## src/rtl/smbus_byte_engine.sv

```systemverilog
module smbus_byte_engine #(
  parameter int SYNC_STAGES = 2
) (
  input  logic       clk,
  input  logic       rst_n,
  input  logic       scl_i,
  input  logic       sda_i,
  output logic       scl_pull,
  output logic       sda_pull,
  input  logic [6:0] own_addr,
  input  logic       hw_ack_en,
  input  logic [7:0] tx_data,
  input  logic       ack_out,
  input  logic       irq_clr,
  output logic [7:0] rx_data,
  output logic       irq,
  output logic [3:0] status
);

  typedef enum logic [1:0] {PH_ADDR, PH_RX, PH_TX} phase_t;

  logic [SYNC_STAGES:0] scl_q, sda_q;
  logic scl_s, sda_s, scl_p, sda_p;
  logic rise, fall, start_c, stop_c;

  phase_t     phase, nxt_phase;
  logic       active, dir, ack_seen, st_addr, stop_seen, pre_ack, drop_pend;
  logic [3:0] cnt;
  logic [7:0] rsh, txsh;

  assign scl_s   = scl_q[SYNC_STAGES-1];
  assign sda_s   = sda_q[SYNC_STAGES-1];
  assign scl_p   = scl_q[SYNC_STAGES];
  assign sda_p   = sda_q[SYNC_STAGES];
  assign rise    = scl_s & ~scl_p;
  assign fall    = ~scl_s & scl_p;
  assign start_c = scl_s & scl_p & sda_p & ~sda_s;
  assign stop_c  = scl_s & scl_p & ~sda_p & sda_s;

  assign scl_pull = irq;
  assign status   = {stop_seen, ack_seen, st_addr, dir};

  always_comb begin
    nxt_phase = phase;
    if (phase == PH_ADDR) nxt_phase = dir ? PH_TX : PH_RX;
  end

  always_ff @(posedge clk or negedge rst_n) begin
    if (!rst_n) begin
      scl_q <= '1;
      sda_q <= '1;
    end else begin
      scl_q <= {scl_q[SYNC_STAGES-1:0], scl_i};
      sda_q <= {sda_q[SYNC_STAGES-1:0], sda_i};
    end
  end

  always_ff @(posedge clk or negedge rst_n) begin
    if (!rst_n) begin
      phase     <= PH_ADDR;
      active    <= 1'b0;
      cnt       <= '0;
      rsh       <= '0;
      txsh      <= '0;
      dir       <= 1'b0;
      ack_seen  <= 1'b0;
      st_addr   <= 1'b0;
      stop_seen <= 1'b0;
      pre_ack   <= 1'b0;
      drop_pend <= 1'b0;
      irq       <= 1'b0;
      sda_pull  <= 1'b0;
      rx_data   <= '0;
    end else begin
      if (start_c) begin
        active    <= 1'b1;
        phase     <= PH_ADDR;
        cnt       <= '0;
        sda_pull  <= 1'b0;
        stop_seen <= 1'b0;
        drop_pend <= 1'b0;
      end else if (stop_c) begin
        active    <= 1'b0;
        sda_pull  <= 1'b0;
        stop_seen <= 1'b1;
      end else if (active && rise) begin
        if (cnt < 4'd8) begin
          rsh <= {rsh[6:0], sda_s};
          cnt <= cnt + 4'd1;
        end else if (cnt == 4'd8) begin
          ack_seen <= ~sda_s;
          cnt      <= 4'd9;
        end
      end else if (active && fall) begin
        if (cnt >= 4'd1 && cnt <= 4'd7) begin
          if (phase == PH_TX) begin
            txsh     <= {txsh[6:0], 1'b0};
            sda_pull <= ~txsh[6];
          end
        end else if (cnt == 4'd8) begin
          if (phase == PH_TX) begin
            sda_pull <= 1'b0;
          end else begin
            rx_data <= rsh;
            if (phase == PH_ADDR) dir <= rsh[0];
            if (hw_ack_en) begin
              if (phase != PH_ADDR || rsh[7:1] == own_addr) sda_pull <= 1'b1;
              else active <= 1'b0;
            end else begin
              irq     <= 1'b1;
              pre_ack <= 1'b1;
              st_addr <= (phase == PH_ADDR);
            end
          end
        end else if (cnt == 4'd9) begin
          cnt <= '0;
          if (drop_pend) begin
            active    <= 1'b0;
            sda_pull  <= 1'b0;
            drop_pend <= 1'b0;
          end else begin
            phase <= nxt_phase;
            if (phase == PH_TX && !ack_seen) active <= 1'b0;
            if (hw_ack_en || phase == PH_TX) begin
              irq      <= 1'b1;
              pre_ack  <= 1'b0;
              st_addr  <= (phase == PH_ADDR);
              sda_pull <= 1'b0;
            end else begin
              sda_pull <= (nxt_phase == PH_TX) ? ~txsh[7] : 1'b0;
            end
          end
        end
      end

      if (irq && irq_clr) begin
        irq <= 1'b0;
        if (pre_ack) begin
          sda_pull  <= ack_out;
          drop_pend <= ~ack_out;
          if (st_addr && dir && ack_out) txsh <= tx_data;
        end else if (active && phase == PH_TX) begin
          txsh     <= tx_data;
          sda_pull <= ~tx_data[7];
        end
      end
    end
  end

endmodule

```

## config.mk

```make
export PLATFORM = sky130hd
export DESIGN_NAME = smbus_byte_engine
export DESIGN_NICKNAME = d
export VERILOG_FILES = /design/src/rtl/smbus_byte_engine.sv
export SDC_FILE = /design/constraint.sdc
export NUM_CORES = 1
export LEC_CHECK = 0
export BUFFER_PORTS_ARGS = -buffer_cell sky130_fd_sc_hd__buf_2
export CORE_AREA = 2 2 79 81
export DETAILED_ROUTE_END_ITERATION = 10
export DIE_AREA = 0 0 81 83
export GPL_ROUTABILITY_DRIVEN = 0
export PLACE_DENSITY = 0.62
export SYNTH_ARGS = -nofsm -noshare
export SYNTH_HDL_FRONTEND = slang
export SYNTH_SLANG_ARGS = --single-unit
```

## constraint.sdc

```tcl
create_clock -name clk -period 2.7 [get_ports clk]
set_clock_uncertainty 0.05 [all_clocks]
set_input_delay 0.405 -clock clk [delete_from_list [all_inputs] [get_ports clk]]
set_output_delay 0.405 -clock clk [all_outputs]
set_load 0.05 [all_outputs]
```

==> impl_metrics.toml <==
[run_status]
status = "complete, no violations"

[global_route]
via_count_of_the_first_global_routing_pass = 1563
grt_pass1_wl_um = 7728
global_route.usage.total_pct = 14.53
antenna_found_initial = 0
grt_overflow_total = 0
pin_count_of_the_biggest_net_entering_global_routing = 26

[detailed_routing]
drtPass1Iterations = 4
drc_errors = 0
finalWirelength_um = 4445
post_drt_via_cell_ratio = 5.010
initialDrtViolationCount = 81
route.detailed.wl_per_inst_um = 14.16
total_via_count_in_the_routed_design = 1573
ant_nets = 0

[setup_path]
critPathArrivalTime_ps = 2440
critical_path_peak_fanout = 9
r2r_cells = 7
end_kind = "flop"
crit_path_start_kind = "flop"
endpoint = "sda_pull"
timing_worst_setup_path_type = "reg -> reg"
critical_path.startpoint = "cnt[0]"
worst-endpoint-required_ps = 2870
r2r-start = "cnt[0]"
timing.reg2reg.setup_slack_ps = 430
regToRegEndpoint = "sda_pull"

[yosys]
mappedNetlistNets = 229
compound_gate_portion_of_the_synthesized_area_pct = 11.26
post_synth_and_or_nand_nor_area_fraction_pct = 15.88
synth.ff_latch_count = 45
synth_area_per_cell_um2 = 11.16
postSynth.topFlopCell = "sky130_fd_sc_hd__dfrtp_1"
yosysWarningCount = 0
fraction_of_synthesis_flops_using_an_asynchronous_set_or_reset_pin_pct = 100.0
netlist_area_um2 = 2277
synthAdderAreaFrac_pct = 1.648
synth_edf_count = 0
post_synth_main_area_contributors = "sky130_fd_sc_hd__dfrtp_1, sky130_fd_sc_hd__dfstp_2, sky130_fd_sc_hd__mux2i_1"
post_synth_xor_area_fraction_pct = 3.077
synth.largest_area_cell = "sky130_fd_sc_hd__dfrtp_1"
fraction_of_post_synthesis_cell_area_in_the_top_cell_type_by_area_pct = 42.86
ys_types = 48
post_synth_inst_count = 204
main_combinational_cell_family_by_area_after_synthesis = "simple AND/OR/NAND/NOR gates"
ys_seq_area_share_pct = 49.78
multiplexer_area_fraction_after_synthesis_pct = 14.18

[floorplan]
die-height_um = 83
die_x_um = 81
initial_core_utilization_pct = 39.16
placement_rows = 28
die_area_um2 = 6723
io-pin-count = 37
coreArea_um2 = 5816

[clocking]
cts_hold_buffers = 0
numCtsBuffers = 5
cts.path.max_buffers = 2
post_cts_resize_count = 0
clock_latency_ps = 300
h_tree_lvls = 2
cts_post_setup_buffers_inserted = 0
clkSinkCount = 45
cts.clk_slew.worst_paths_ps = 90
cts.root.buffer_cell = "sky130_fd_sc_hd__clkbuf_8"
tritoncts = "built"

[timing]
layout_setup_ws_ps = 433.7
final_min_period_over_clock_period_pct = 83.94
final-max-slew-violation-count = 0
grt_setup_unrepaired = "no"
finalSetupTns_ps = 0
finalSetupViolCount = 0
tightestPinTransition_ps = 573.6
timing.slew.headroom_pct = 61.68
number_of_hold_slack_violations_in_the_final_timing_report = 0
fmax_mhz = 441.3
finalWorstPathRequiredPeriod_ps = 2266

[layout]
finish.net_count = 263
drive_above_1_share_pct = 28.45
antenna_cells = 0
syn_to_final_growth_pct = 13.57
filler_cell_count = 590
final_cell_mix = "sky130_fd_sc_hd__dfrtp_1, sky130_fd_sc_hd__buf_2, sky130_fd_sc_hd__nand2_1, sky130_fd_sc_hd__mux2i_1, sky130_fd_sc_hd__o21ai_0"
final-seq-area_um2 = 1134
multi_input_comb_area_um2 = 1049
design_area_um2 = 2586
layout.cells.non_filler = 314
layout.cells.most_common = "sky130_fd_sc_hd__dfrtp_1"

[job]
maximum_capacitance_violations = 0

[place]
place_worst_setup_slack_ps = 446.9
port_buffers = 36
dpl_cell_area_um2 = 2490
dpl.hpwl_um = 3229
place_inst = 306

[worst_hold_path]
hold_path.class = "in -> async"

[power_and_ir_drop]
power-per-cell-area_nw_per_um2 = 802.4
ir_worst_vdd_uv = 568.0
power_leakage_nw = 1.184
layout make-up:
type	instances	area share [%]
repair buffers	37	7.257
multi-input cells	142	40.54
inverters	7	1.016
well taps	75	3.628
clock buffers	6	3.193
clock inverters	2	0.5322
flip-flops and latches	45	43.83
power by group:
group | internal, W | switching [W] | total, W | leakage (nW)
clock | 0.000208 | 0.000230 | 0.000437 | 0.0512
combinational | 0.000259 | 0.000391 | 0.000650 | 0.602
sequential | 0.000822 | 0.000166 | 0.000988 | 0.530
cell families (layout without fill, tap and decap cells):
| logic type | count (synthesis) | in the layout |
|---|---|---|
| simple gates | 62 | 62 |
| flops | 45 | 45 |
| compound gates | 39 | 39 |
| mux | 30 | 30 |
| buf+inv | 17 | 52 |
| xor+xnor | 8 | 8 |
| fa+ha+maj | 3 | 3 |
synthesized netlist by cell type, drive strengths merged (3+ instances only):
library cell	number
nor2	11
ha	3
o21ai	18
nor3	3
dfstp	6
buf	10
nand3	6
nor2b	4
nand4	3
dfrtp	39
nand3b	3
o22ai	4
a21boi	3
mux2i	12
nand2	18
a21oi	3
nor4	3
mux2	18
xnor2	8
inv	7
per-layer routing:
layer  GRT usage [%]  wire length [µm]
met3           3.587               215
met4           5.547                40
met5               0                 0
met2           20.29              1977
met1           21.54              2213
state kept, by name (all words and copies together), names as in the netlist, 2 cells and up:
name     cells
rx_data      8
cnt          4
rsh          8
sda_q        3
txsh         8
phase        2
scl_q        3
critical path, stage by stage, from the launching register on:
cell,delay (ps)
sky130_fd_sc_hd__dfrtp_1,440
sky130_fd_sc_hd__inv_1,90
sky130_fd_sc_hd__ha_1,290
sky130_fd_sc_hd__nor3b_1,200
sky130_fd_sc_hd__or4_1,730
sky130_fd_sc_hd__o22ai_2,230
sky130_fd_sc_hd__a31oi_1,70
sky130_fd_sc_hd__o22ai_2,100
metrics by stage:
stage	hold WS (ps)	total power (W)	util, %
2_1_floorplan	59.41	0.001499	-
3_3_place_gp	295.3	0.001647	42.81
3_5_place_dp	296.9	0.001658	42.81
4_1_cts	55.17	0.002101	44.47
5_1_grt	88.43	0.002207	44.47
6_report	38.33	0.002075	44.47
how the worst min path moves through the flow:
| stage | startpoint | endpoint | depth (start not counted) |
|---|---|---|---|
| after global placement | scl_q[0] | scl_q[1] | 0 |
| final | rst_n | rx_data[3] | 1 |
| after global routing | rst_n | rx_data[4] | 1 |
| after floorplan | rst_n | ack_seen | 0 |
| after detailed placement | sda_q[0] | sda_q[1] | 0 |
| after CTS | rst_n | rx_data[3] | 1 |
(Power assumes the default switching activity.)
